==> src/rtl/dseq_pkg.sv <==
package dseq_pkg;

    typedef enum logic [3:0] {
        S_IDLE,
        S_FETCH,
        S_DECODE,
        S_XFER,
        S_WRBACK,
        S_EVAL,
        S_WAIT,
        S_STOPPED,
        S_DEAD
    } seq_state_t;

    localparam logic [3:0] OP_STORE = 4'd4;
    localparam logic [3:0] OP_LOAD  = 4'd5;
    localparam logic [3:0] OP_NOP   = 4'd6;
    localparam logic [3:0] OP_STOP  = 4'd7;

    typedef struct packed {
        logic [3:0]  opcode;
        logic [2:0]  key;
        logic [1:0]  irq_ctl;
        logic [1:0]  br_ctl;
        logic [1:0]  wait_ctl;
        logic [15:0] req_count;
        logic [31:0] data_addr;
        logic [27:0] dep_hi;
    } desc_t;

    function automatic logic ctl_met(input logic [1:0] ctl, input logic cbit);
        unique case (ctl)
            2'd0: ctl_met = 1'b0;
            2'd1: ctl_met = cbit;
            2'd2: ctl_met = ~cbit;
            default: ctl_met = 1'b1;
        endcase
    endfunction

endpackage

==> src/rtl/dseq_cond.sv <==
module dseq_cond #(
    parameter int STAT_W = 8,
    localparam int SEL_W = $clog2(STAT_W)
) (
    input  logic [STAT_W-1:0] status,
    input  logic [SEL_W-1:0]  sel,
    input  logic [1:0]        ctl,
    output logic              met
);
    import dseq_pkg::*;

    always_comb met = ctl_met(ctl, status[sel]);

endmodule

==> src/rtl/dseq_desc_store.sv <==
module dseq_desc_store (
    input  logic             clk,
    input  logic             rst_n,
    input  logic             capture,
    input  logic [1:0]       widx,
    input  logic [31:0]      wdata,
    output dseq_pkg::desc_t  desc
);
    import dseq_pkg::*;

    always_ff @(posedge clk or negedge rst_n) begin
        if (!rst_n) begin
            desc <= '0;
        end else if (capture) begin
            unique case (widx)
                2'd0: begin
                    desc.req_count <= wdata[15:0];
                    desc.opcode    <= wdata[31:28];
                    desc.key       <= wdata[26:24];
                    desc.irq_ctl   <= wdata[21:20];
                    desc.br_ctl    <= wdata[19:18];
                    desc.wait_ctl  <= wdata[17:16];
                end
                2'd1: desc.data_addr <= wdata;
                default: desc.dep_hi <= wdata[31:4];
            endcase
        end
    end

endmodule

==> src/rtl/desc_seq.sv <==
module desc_seq #(
    parameter int ADDR_W = 32,
    parameter int STAT_W = 8,
    localparam int SEL_W = $clog2(STAT_W)
) (
    input  logic              clk,
    input  logic              rst_n,
    input  logic              run,
    input  logic              wake,
    input  logic [ADDR_W-1:0] start_addr,
    input  logic [STAT_W-1:0] dev_status,
    input  logic [SEL_W-1:0]  irq_sel,
    input  logic [SEL_W-1:0]  br_sel,
    input  logic [SEL_W-1:0]  wait_sel,
    output logic              mem_req,
    output logic              mem_we,
    output logic [ADDR_W-1:0] mem_addr,
    output logic [31:0]       mem_wdata,
    input  logic              mem_ack,
    input  logic [31:0]       mem_rdata,
    input  logic              mem_err,
    output logic              xfer_start,
    output logic [2:0]        xfer_opcode,
    output logic [2:0]        xfer_key,
    output logic [ADDR_W-1:0] xfer_addr,
    output logic [15:0]       xfer_count,
    input  logic              xfer_done,
    input  logic [15:0]       xfer_residual,
    input  logic              xfer_err,
    output logic [ADDR_W-1:0] cmd_ptr,
    output logic              chan_active,
    output logic              chan_dead,
    output logic              irq
);
    import dseq_pkg::*;

    localparam int          DESC_BYTES  = 16;
    localparam int          WORD_BYTES  = 4;
    localparam int          FETCH_WORDS = 3;
    localparam int          NUM_COND    = 3;
    localparam logic [1:0]  LAST_WORD   = 2'(FETCH_WORDS - 1);
    localparam logic [ADDR_W-1:0] STEP    = ADDR_W'(DESC_BYTES);
    localparam logic [ADDR_W-1:0] WB_OFFS = ADDR_W'(DESC_BYTES - WORD_BYTES);
    localparam logic [15:0] STAT_BASE   = 16'h8400;

    seq_state_t       state, state_nx;
    logic [1:0]       widx;
    logic [ADDR_W-1:0] ptr;
    logic [15:0]      residual;
    logic             br_take;
    desc_t            desc;
    logic             capture;
    logic [NUM_COND-1:0] cond_met;
    logic [SEL_W-1:0] sel_arr [NUM_COND];
    logic [1:0]       ctl_arr [NUM_COND];
    logic [ADDR_W-1:0] br_target;
    logic             is_engine_op;

    always_comb begin
        sel_arr[0] = irq_sel;   ctl_arr[0] = desc.irq_ctl;
        sel_arr[1] = br_sel;    ctl_arr[1] = desc.br_ctl;
        sel_arr[2] = wait_sel;  ctl_arr[2] = desc.wait_ctl;
    end

    for (genvar g = 0; g < NUM_COND; g++) begin : g_cond
        dseq_cond #(.STAT_W(STAT_W)) u_cond (
            .status (dev_status),
            .sel    (sel_arr[g]),
            .ctl    (ctl_arr[g]),
            .met    (cond_met[g])
        );
    end

    assign capture      = (state == S_FETCH) && mem_ack && !mem_err;
    assign br_target    = ADDR_W'({desc.dep_hi, 4'b0000});
    assign is_engine_op = (desc.opcode <= OP_LOAD);

    dseq_desc_store u_store (
        .clk     (clk),
        .rst_n   (rst_n),
        .capture (capture),
        .widx    (widx),
        .wdata   (mem_rdata),
        .desc    (desc)
    );

    // state register
    always_ff @(posedge clk or negedge rst_n) begin
        if (!rst_n) state <= S_IDLE;
        else        state <= state_nx;
    end

    // next-state logic
    always_comb begin
        state_nx = state;
        unique case (state)
            S_IDLE:    if (run) state_nx = S_FETCH;
            S_FETCH:   if (mem_ack) begin
                           if (mem_err)               state_nx = S_DEAD;
                           else if (widx == LAST_WORD) state_nx = S_DECODE;
                       end
            S_DECODE:  begin
                           if (is_engine_op)               state_nx = S_XFER;
                           else if (desc.opcode == OP_NOP)  state_nx = S_WRBACK;
                           else if (desc.opcode == OP_STOP) state_nx = S_STOPPED;
                           else                            state_nx = S_DEAD;
                       end
            S_XFER:    if (xfer_done) state_nx = xfer_err ? S_DEAD : S_WRBACK;
            S_WRBACK:  if (mem_ack)   state_nx = mem_err ? S_DEAD : S_EVAL;
            S_EVAL:    begin
                           if (cond_met[2]) state_nx = S_WAIT;
                           else             state_nx = run ? S_FETCH : S_IDLE;
                       end
            S_WAIT:    begin
                           if (!run)             state_nx = S_IDLE;
                           else if (!cond_met[2]) state_nx = S_FETCH;
                       end
            S_STOPPED: begin
                           if (!run)      state_nx = S_IDLE;
                           else if (wake) state_nx = S_FETCH;
                       end
            S_DEAD:    if (!run) state_nx = S_IDLE;
            default:   state_nx = S_IDLE;
        endcase
    end

    // datapath registers
    always_ff @(posedge clk or negedge rst_n) begin
        if (!rst_n) begin
            widx     <= '0;
            ptr      <= '0;
            residual <= '0;
            br_take  <= 1'b0;
        end else begin
            if (state == S_FETCH && mem_ack) begin
                if (mem_err || widx == LAST_WORD) widx <= '0;
                else                               widx <= widx + 2'd1;
            end
            if (state == S_DECODE && desc.opcode == OP_NOP) residual <= '0;
            if (state == S_XFER && xfer_done)                residual <= xfer_residual;
            if (state == S_EVAL) br_take <= cond_met[1];

            if (state == S_IDLE && run)
                ptr <= {start_addr[ADDR_W-1:4], 4'b0000};
            else if (state == S_EVAL && !cond_met[2])
                ptr <= cond_met[1] ? br_target : ptr + STEP;
            else if (state == S_WAIT && run && !cond_met[2])
                ptr <= br_take ? br_target : ptr + STEP;
        end
    end

    // outputs
    always_comb begin
        mem_req     = 1'b0;
        mem_we      = 1'b0;
        mem_addr    = ptr + ADDR_W'({widx, 2'b00});
        mem_wdata   = {STAT_BASE | 16'(dev_status), residual};
        xfer_start  = 1'b0;
        xfer_opcode = desc.opcode[2:0];
        xfer_key    = desc.key;
        xfer_addr   = ADDR_W'(desc.data_addr);
        xfer_count  = (desc.opcode == OP_STORE || desc.opcode == OP_LOAD) ?
                      16'd4 : desc.req_count;
        irq         = 1'b0;
        chan_active = 1'b1;
        chan_dead   = 1'b0;
        unique case (state)
            S_IDLE, S_STOPPED: chan_active = 1'b0;
            S_DEAD: begin
                chan_active = 1'b0;
                chan_dead   = 1'b1;
            end
            S_FETCH:  mem_req = 1'b1;
            S_DECODE: xfer_start = is_engine_op;
            S_WRBACK: begin
                mem_req  = 1'b1;
                mem_we   = 1'b1;
                mem_addr = ptr + WB_OFFS;
            end
            S_EVAL:   irq = cond_met[0];
            default:  ;
        endcase
    end

    assign cmd_ptr = ptr;

endmodule

==> config.mk <==
export PLATFORM = sky130hd
export DESIGN_NAME = desc_seq
export DESIGN_NICKNAME = d
export VERILOG_FILES = /design/src/rtl/dseq_pkg.sv /design/src/rtl/dseq_cond.sv /design/src/rtl/dseq_desc_store.sv /design/src/rtl/desc_seq.sv
export SDC_FILE = /design/constraint.sdc
export NUM_CORES = 1
export LEC_CHECK = 0
export ABC_AREA = 1
export BUFFER_PORTS_ARGS = -buffer_cell sky130_fd_sc_hd__buf_2
export CAP_MARGIN = 20
export CELL_PAD_IN_SITES_DETAIL_PLACEMENT = 2
export CELL_PAD_IN_SITES_GLOBAL_PLACEMENT = 2
export CORE_UTILIZATION = 31
export CTS_BUF_LIST = sky130_fd_sc_hd__clkbuf_8
export DETAILED_ROUTE_END_ITERATION = 16
export PLACE_DENSITY_LB_ADDON = 0.1
export RECOVER_POWER = 100
export SETUP_SLACK_MARGIN = 0.4
export SYNTH_ARGS = -nofsm -noshare
export SYNTH_HDL_FRONTEND = slang
export SYNTH_SLANG_ARGS = --single-unit
export TNS_END_PERCENT = 10
==> constraint.sdc <==
create_clock -name clk -period 3.4 [get_ports clk]
set_input_delay 0.68 -clock clk [delete_from_list [all_inputs] [get_ports clk]]
set_output_delay 0.68 -clock clk [all_outputs]
set_load 0.01 [all_outputs]
== Yosys cells after proc, flatten, opt, wreduce, memory -nomap -nowiden ==
Cells that the tools add are included.

* Reduce and logical (&&, ||, !) cells: 26
* Mux-type cells: 44
* Equal/unequal tests: 28
* Bitwise gates (word level): 4
* $add $sub $neg: 4
* Order comparisons: 4

{| class="wikitable"
|+ Operators with widths
! cell !! count
|-
| $mux W32 || 6
|-
| $mux W4 || 16
|-
| $mux W16 || 3
|-
| $pmux W4 S9 || 1
|-
| $add A32 B4 Y32 || 1
|-
| $add A32 B4 Y32 const B || 1
|-
| $add A32 B5 Y32 const B || 1
|-
| $eq A4 B3 Y1 const B || 8
|-
| $lt A3 B4 Y1 const B || 3
|-
| $mux W1 || 10
|-
| $ne A2 B2 Y1 const B || 5
|-
| $bmux W1 S3 || 3
|-
| $pmux W1 S3 || 3
|-
| $eq A2 B1 Y1 const B || 4
|-
| $eq A2 B2 Y1 const B || 4
|-
| $eq A4 B2 Y1 const B || 2
|-
| $logic_and A1 B1 Y1 || 8
|-
| $logic_not A2 Y1 || 4
|-
| $reduce_and A8 Y1 || 1
|-
| $ne A3 B3 Y1 const B || 2
|-
| $reduce_and A2 Y1 || 3
|-
| $eq A4 B1 Y1 const B || 1
|-
| $eq A4 B4 Y1 const B || 1
|-
| $le A4 B3 Y1 const B || 1
|-
| other kinds (12) || 18
|}

* Logic and storage cells: 123
* Register bits after elaboration: 144
* Bits of input ports: 105

== Longest topological paths before layout ==
Gate-level depths: netlist of run 1.

* Depth after elaboration: 9
* Depth in mapped cells: 14
* Depth with buffers taken out: 13

== Modules after synthesis ==
A second synthesis of run 1 with hierarchy kept.

* Cells, all modules: 1224
* Area, all modules: 8446.9 um^2

{| class="wikitable"
|+ By module, submodules not included
! module !! cells an instance !! times used !! sequential area each (um^2) !! area an instance (um^2)
|-
| desc_seq || 745 || 1 || 1276.2 || 4468.0
|-
| dseq_desc_store || 392 || 1 || 2227.1 || 3595.9
|-
| dseq_cond || 29 || 3 || 0.0 || 127.6
|}

== Least setup slack after synthesis of run 1 ==
OpenSTA, ideal clock, no wires.

* Kind: input to output
* Start point: input irq_sel[0]
* End point: output irq
* Arrival: 1461 ps
* Stages: 8
* Setup slack: 1259 ps
* Data required time: 2720 ps
* Cells stage by stage: inv_1 a21oi_1 o21ai_0 nand2_1 nor2_1 a31oi_1 o21ai_0 a21oi_1

* Word-level cells in the longest chain between the ends: 5

{| class="wikitable"
|+ RTL lines
! item !! RTL line !! text
|-
| start, declared || desc_seq.sv:12 || <nowiki>input logic [SEL_W-1:0] irq_sel,</nowiki>
|-
| $bmux W1 S3 * || dseq_cond.sv:12 || <nowiki>always_comb met = ctl_met(ctl, status[sel]);</nowiki>
|-
| $mux W1 (not written as such) * || dseq_cond.sv:12 ||
|-
| $not A1 Y1 || dseq_pkg.sv:35 || <nowiki>2'd2: ctl_met = ~cbit;</nowiki>
|-
| $pmux W1 S3 * || dseq_pkg.sv:32 || <nowiki>unique case (ctl)</nowiki>
|-
| $mux W1 * || desc_seq.sv:167 || <nowiki>unique case (state)</nowiki>
|-
| end, declared || desc_seq.sv:33 || <nowiki>output logic irq</nowiki>
|}

Mark *: on every way between the ends. The rest lies on a longest branch, timed or not. The select of a mux whose other input is x is not followed.

== Worst setup path after layout of run 1 ==
* Start point: register state[3]
* End point: register ptr[21], in the netlist cmd_ptr[21]

* Word-level cells in the longest chain between the ends: 4
* Elaborated cells on any way between the ends: 10
* Those cells by class: eq/ne (2); mux (2); reduce/logical (6)

{| class="wikitable"
|+ RTL lines
! item !! RTL line !! text
|-
| start, declared || desc_seq.sv:46 || <nowiki>seq_state_t state, state_nx;</nowiki>
|-
| start signal, assigned || desc_seq.sv:90 || <nowiki>else state <= state_nx;</nowiki>
|-
| $eq A4 B3 Y1 (on tied branches) || desc_seq.sv:145, desc_seq.sv:147 ||
|-
| $logic_and A1 B1 Y1 (on tied branches) || desc_seq.sv:145, desc_seq.sv:147 ||
|-
| $mux W32 / $logic_and A1 B1 Y1 (equally long branches) || desc_seq.sv:145, desc_seq.sv:147 ||
|-
| $mux W32 / $reduce_bool A3 Y1 (equally long branches) || -- ||
|-
| end signal, assigned || desc_seq.sv:144 || <nowiki>ptr <= {start_addr[ADDR_W-1:4], 4'b0000};</nowiki>
|-
| end signal, assigned || desc_seq.sv:146 || <nowiki>ptr <= cond_met[1] ? br_target : ptr + STEP;</nowiki>
|-
| end signal, assigned || desc_seq.sv:148 || <nowiki>ptr <= br_take ? br_target : ptr + STEP;</nowiki>
|-
| end, declared || desc_seq.sv:48 || <nowiki>logic [ADDR_W-1:0] ptr;</nowiki>
|}

Several ways; a longest one is shown, not always the timed one.
A chain may end at the register's enable or synchronous reset.

==> results of run 1 <==
## power breakdown
group / switching [mW] / internal (mW) / total, mW
Combinational: 2.82 / 1.35 / 4.17
Sequential: 0.754 / 2.39 / 3.14
Clock: 0.821 / 0.692 / 1.51
Total: 4.39 / 4.43 / 8.83
## cell usage after synthesis, drive strengths merged
cell type	number	share of area
dfrtp	140	0.39
inv	157	0.065
clkbuf	32	0.013
nand3b	6	0.0050
nor2	110	0.051
ha	5	0.0069
a21oi	28	0.016
clkinv	2	0.00083
o21ai	143	0.088
o21a	1	0.00083
conb	2	0.00083
o211ai	1	0.0014
o22ai	1	0.00069
buf	95	0.081
nor3	4	0.0053
xnor2	4	0.0039
nand2	468	0.20
or3	1	0.00069
xor2	7	0.0068
or2	3	0.0024
and2	1	0.00069
a31oi	2	0.0014
a211oi	1	0.00083
a32o	1	0.0011
nand4	4	0.0028
nand3	99	0.055
o31ai	1	0.00083
o21bai	3	0.0025
## cell type report
cell class | instances | area [um^2]
fillers | 3605 | 18500
multi-input cells | 909 | 4010
flip-flops and latches | 140 | 3500
repair buffers | 261 | 1150
inverters | 159 | 597
well taps | 384 | 480
clock buffers | 17 | 234
clock inverters | 15 | 195
## registers in the layout, summed over array words and instances, names as in the netlist
signal,count
state,4
cmd_ptr,28
residual,16
widx,2
u_store.desc,89
br_take,1
## metal layers
layer	wire length, um	vias to the layer above	track usage
met1	15300	4372	0.296
li1	-	4345	-
met2	15900	199	0.386
met5	0	-	0
met3	1950	27	0.0539
met4	384	0	0.0491
## critical path: stages (launching register included)
cell and delay, ps:
dfrtp_1 430, nor2_1 250, inv_1 120, nor2_1 220, nand2_1 540, nand2_1 270
inv_2 110, clkbuf_1 350, nor2_1 310, nand2_1 100, nand2_1 60
## cell families after synthesis
logic type,after synthesis,share of synthesized area
flip-flops,140,0.389
adder cells (fa/ha/maj),5,0.00694
buffers and inverters,286,0.160
AO/OA/AOI/OAI,182,0.113
XOR/XNOR,11,0.0107
other,2,0.000833
AND/OR/NAND/NOR,696,0.319
## how the worst max path moves through the flow
stage,endpoint
detailed placement,irq
CTS,mem_addr[3]
global placement,irq
global route,cmd_ptr[21]$_DFFE_PN0P_
finish,cmd_ptr[21]$_DFFE_PN0P_
floorplan,irq
## stage by stage
stage / setup slack, ps / instances / hold slack, ps / cell area, um^2 / utilization
final: 567 / 1885 / 438 / 10200 / 0.355
after global routing: 342 / 1885 / 435 / 10200 / 0.355
after CTS: 652 / 1885 / 255 / 10500 / 0.367
after detailed placement: 828 / 1853 / 472 / 10100 / 0.352
after global placement: 913 / 1853 / 462 / 10100 / 0.352
after floorplan: 1260 / 1335 / 384 / 9060 / -
==> metrics.txt, run 1 <==
Clock Skews 21.9 ps; clk slew on worst S/H paths 110 ps; Layout Nets 1,598; Reg2Reg Setup Slack 570 ps; Worst Tran Pin Value 2050 ps; commonest non-fill, non-tap cell in the layout nand2_1; routed len/inst 17.8 um; clock latency on the worst-skew pair 470 ps; Hold Path Depth 3; Antenna Cells 0; DRT iter0 DRCs 327; IO Pins 261; HP Start xfer_residual[14]; RSZ-0062 raised after global routing no; Hold Crit Endpoint residual[14]$_DFFE_PN0P_; initial antenna violation count 1; Crit. End Element flip-flop; Yosys reg bits 140; status finished with violations; critical path required time 3810 ps; die span in x 173 um; maximum VDD drop 288 uV; RePlAce Congestion 0.839; Synth Warn # 0; Critical Path Start Type flip-flop; Crit path arrival time 3240 ps; final wirelength 33,500 um; CTS root buf clkbuf_8; FMAX 0.353 GHz; largest net degree at the start of global routing 74; area delta synth->final 12.8%; crit path time final 2830 ps; Die Height 173 um; vias per cell 4.74; R2R Path Start state[3]$_DFFE_PN0P_; Bufs on Longest Clock Path 2; Initial Util 0.315; Post-CTS Hold Buffers 0; vias in the first global route 9,604; commonest non-fill, non-tap cells in the layout nand2_1 (462), inv_1 (148), clkbuf_1 (145), dfrtp_1 (140), o21ai_0 (135); Critical Path Source state[3]$_DFFE_PN0P_; Max-cap violations 1; CP max FO 18; # setup viols final 0; DRT antenna net count 0; All-Layer GR Usage 0.229; Leakage 5.24 nW; port bufs 242; Tot Pwr 8.83 mW; Cell variety after synth 40; Pins Over Slew Limit 74; final hold violations 0; CTS tree built; Avg Inst Size Synth 6.82 um^2; Syn Inst Count 1,322; global-route wire length before repair 53,800 um; Critical R2R Capture cmd_ptr[21]$_DFFE_PN0P_; drt first pass iters 4; period utilization 0.833; # H-tree levels 4; CTS sink count 140; DIE AREA 29,800 um^2; Fin Setup TNS 0 ps; Slew headroom -0.369; total grt overflow 0; Seq/Total Area, Yosys 0.389; DPL Wire Length 25,300 um; worst reg-to-reg path cell count 10; mapped cell area 9020 um^2; failing checks max-capacitance violations, max-slew violations; post-CTS resize count 0; post-CTS setup buffer count 0; via count 8,943; Core ar. 28,600 um^2; DRC errors left 0; share of cells above drive strength 1 0.115; Cell Pwr Density 868 nW/um^2; Rows 62; total CTS buffers 17; hold crit path type input port to flip-flop; Setup CP Type flip-flop to flip-flop
No activity file was read; power rests on OpenSTA's default activity.
==> inputs of run 2 (changes only) <==
--- a/config.mk
+++ b/config.mk
@@ -10,7 +10,7 @@
 export CAP_MARGIN = 20
 export CELL_PAD_IN_SITES_DETAIL_PLACEMENT = 2
 export CELL_PAD_IN_SITES_GLOBAL_PLACEMENT = 2
-export CORE_UTILIZATION = 31
+export CORE_UTILIZATION = 29
 export CTS_BUF_LIST = sky130_fd_sc_hd__clkbuf_8
 export DETAILED_ROUTE_END_ITERATION = 16
 export PLACE_DENSITY_LB_ADDON = 0.1
==> constraint.sdc (replaced) <==
create_clock -name clk -period 2.8 [get_ports clk]
set_input_delay 0.56 -clock clk [delete_from_list [all_inputs] [get_ports clk]]
set_output_delay 0.56 -clock clk [all_outputs]
set_load 0.01 [all_outputs]
==> run 2 against run 1 <==
Net effect: the flow still finishes with violations (max-capacitance violations, max-slew violations); combinational power is 27% higher; critical endpoint is now mem_addr[3]; power is 24% higher; clock-buffer cell count did not move; routed wire length rose by 2.6%; hold slack got worse by 120 ps; clock power rose by 24%; worst setup slack lost 280 ps.
==> metrics.txt, run 2 (synthesis results as in run 1) <==
DIE AREA 31,800 um^2 (was 29,800 um^2); status finished with violations (unchanged); # H-tree levels 4 (unchanged); vias per cell 4.74 (about the same); area of the multi-input gates 4060 um^2 (was 4010 um^2); Hold Path Depth 2 (was 3); failing checks max-capacitance violations, max-slew violations (unchanged); crit path time final 2510 ps; commonest non-fill, non-tap cell in the layout nand2_1 (unchanged); RePlAce Congestion 0.832 (was 0.839); All-Layer GR Usage 0.219 (was 0.229); die span in x 178 um (was 173 um); Fin Setup TNS 0 ps (unchanged); worst reg-to-reg path cell count 10 (unchanged); DRT iter0 DRCs 343 (was 327); final wirelength 34,300 um (was 33,500 um); Filler cells 3,812 (was 3,605); HP Start mem_ack (was xfer_residual[14]); total grt overflow 0 (unchanged); CTS tree built (unchanged); DPL Wire Length 25,700 um (was 25,300 um); Final WS setup 291 ps (was 567 ps); initial antenna violation count 0 (was 1); Max-cap violations 1 (unchanged); Slew headroom -0.176 (was -0.369); CTS sink count 140 (unchanged); Crit. End Element output pin (was flip-flop); global-route wire length before repair 53,100 um (was 53,800 um); total CTS buffers 17 (unchanged); Crit path arrival time 1950 ps (was 3240 ps); WHS 321 ps (was 438 ps); Rows 64 (was 62); Largest register FFs 89 (unchanged); R2R Path Start state[2]$_DFFE_PN0P_ (was state[3]$_DFFE_PN0P_); clk slew on worst S/H paths 100 ps (was 110 ps); CTS root buf clkbuf_8 (unchanged); final hold violations 0 (unchanged); CP max FO 4 (was 18); FMAX 0.399 GHz; Clock Skews 20.3 ps (was 21.9 ps); Register Area 3500 um^2 (about the same); Layout Nets 1,608 (was 1,598); largest reg by FF count u_store.desc (unchanged); Core ar. 30,600 um^2 (was 28,600 um^2); Setup CP Type flip-flop to output pin (was flip-flop to flip-flop); Hold Crit Endpoint widx[0]$_DFFE_PN0P_ (was residual[14]$_DFFE_PN0P_); Cell Pwr Density 1060 nW/um^2 (was 868 nW/um^2); drt first pass iters 4 (unchanged); Bufs on Longest Clock Path 2 (unchanged); critical path required time 2240 ps (was 3810 ps); Initial Util 0.295 (was 0.315); IO Pins 261 (unchanged); Worst Tran Pin Value 1760 ps (was 2050 ps); maximum VDD drop 294 uV (was 288 uV); largest net degree at the start of global routing 59 (was 74); RSZ-0062 raised after global routing yes (was no); clock latency on the worst-skew pair 470 ps (about the same); Die Height 178 um (was 173 um); Post-CTS Hold Buffers 0 (unchanged); # setup viols final 0 (unchanged); period utilization 0.896; area delta synth->final 15.2% (was 12.8%); Critical R2R Capture cmd_ptr[22]$_DFFE_PN0P_ (was cmd_ptr[21]$_DFFE_PN0P_); pre-CTS setup slack 278 ps (was 828 ps); DRC errors left 0 (unchanged); port bufs 242 (unchanged); routed len/inst 18.0 um (was 17.8 um); hold crit path type input port to flip-flop (unchanged); Leakage 5.34 nW (was 5.24 nW); Critical Path Start Type flip-flop (unchanged); via count 9,044 (was 8,943); share of cells above drive strength 1 0.135 (was 0.115); Reg2Reg Setup Slack 340 ps (was 570 ps); DRT antenna net count 0 (unchanged); vias in the first global route 9,393 (was 9,604); Pins Over Slew Limit 54 (was 74); commonest non-fill, non-tap cells in the layout nand2_1 (460), inv_1 (147), dfrtp_1 (139), clkbuf_1 (135), o21ai_0 (131) (was nand2_1 (462), inv_1 (148), clkbuf_1 (145), dfrtp_1 (140), o21ai_0 (135))
==> run 2: cell types whose count changed in the layout (fill, tap and decap cells not counted), moves of 4 or more <==
| cell | delta |
|---|---|
| o21ai_0 | -4 |
| buf_4 | +10 |
| o21ai_1 | +4 |
| buf_2 | +6 |
| buf_12 | +4 |
| clkbuf_1 | -10 |
==> run 2: worst max-delay path by stage <==
| stage | start | to | slack [ps] | cells after the start |
|---|---|---|---|---|
| after CTS | state[1]$_DFFE_PN0P_ | mem_addr[3] | 260 | 7 |
| after floorplan | irq_sel[0] | irq | 900 | 8 |
| after global routing | state[2]$_DFFE_PN0P_ | irq | 190 | 7 |
| after global placement | irq_sel[0] | irq | 340 | 10 |
| final | state[2]$_DFFE_PN0P_ | mem_addr[3] | 290 | 8 |
| after detailed placement | irq_sel[0] | irq | 280 | 10 |
==> run 2: per-layer routing <==
metal,vias up,global-route usage,wire length (um)
met5,-,0,0
met2,218,0.365,16000
met4,0,0.0597,522
met3,30,0.0541,2100
li1,4372,-,-
met1,4424,0.281,15700
==> run 2: critical path, stage by stage (launching register included) <==
cell      delay, ps
dfrtp_1         360
inv_1            70
nor2_1          300
inv_2           120
nor2_4          140
inv_2            80
nand2_4         110
ha_1            140
clkbuf_1        160
==> run 2: cell type report <==
class / instances / share of cell area
Multi-Input combinational cell: 909 / 0.390
Sequential cell: 140 / 0.337
Timing Repair Buffer: 271 / 0.126
Inverter: 159 / 0.0575
Tap cell: 396 / 0.0477
Clock buffer: 17 / 0.0225
Clock inverter: 15 / 0.0186
Antenna cell: 1 / 0.000241
==> run 2: metrics by stage <==
stage,utilization,area (um^2),instances,power (mW)
floorplan,-,9060,1335,7.44
global placement,0.331,10100,1865,9.23
detailed placement,0.331,10100,1865,9.45
global route,0.339,10400,1907,12.0
finish,0.340,10400,1908,11.0
CTS,0.345,10600,1897,11.4
==> run 2: timing repair <==
action | in CTS | in global routing
hold endpoints to repair | 0 | 0
buffers inserted | 0 | 10
endpoints found under the setup margin | 18 | 24
pin swaps | 0 | 4
resized for setup | 3 | 16
==> run 2: power by group <==
group | total [mW] | switching, mW | leakage [nW] | internal [mW]
sequential | 3.81 | 0.914 | 1.78 | 2.90
clock | 1.87 | 1.03 | 0.218 | 0.842
combinational | 5.28 | 3.51 | 3.34 | 1.77
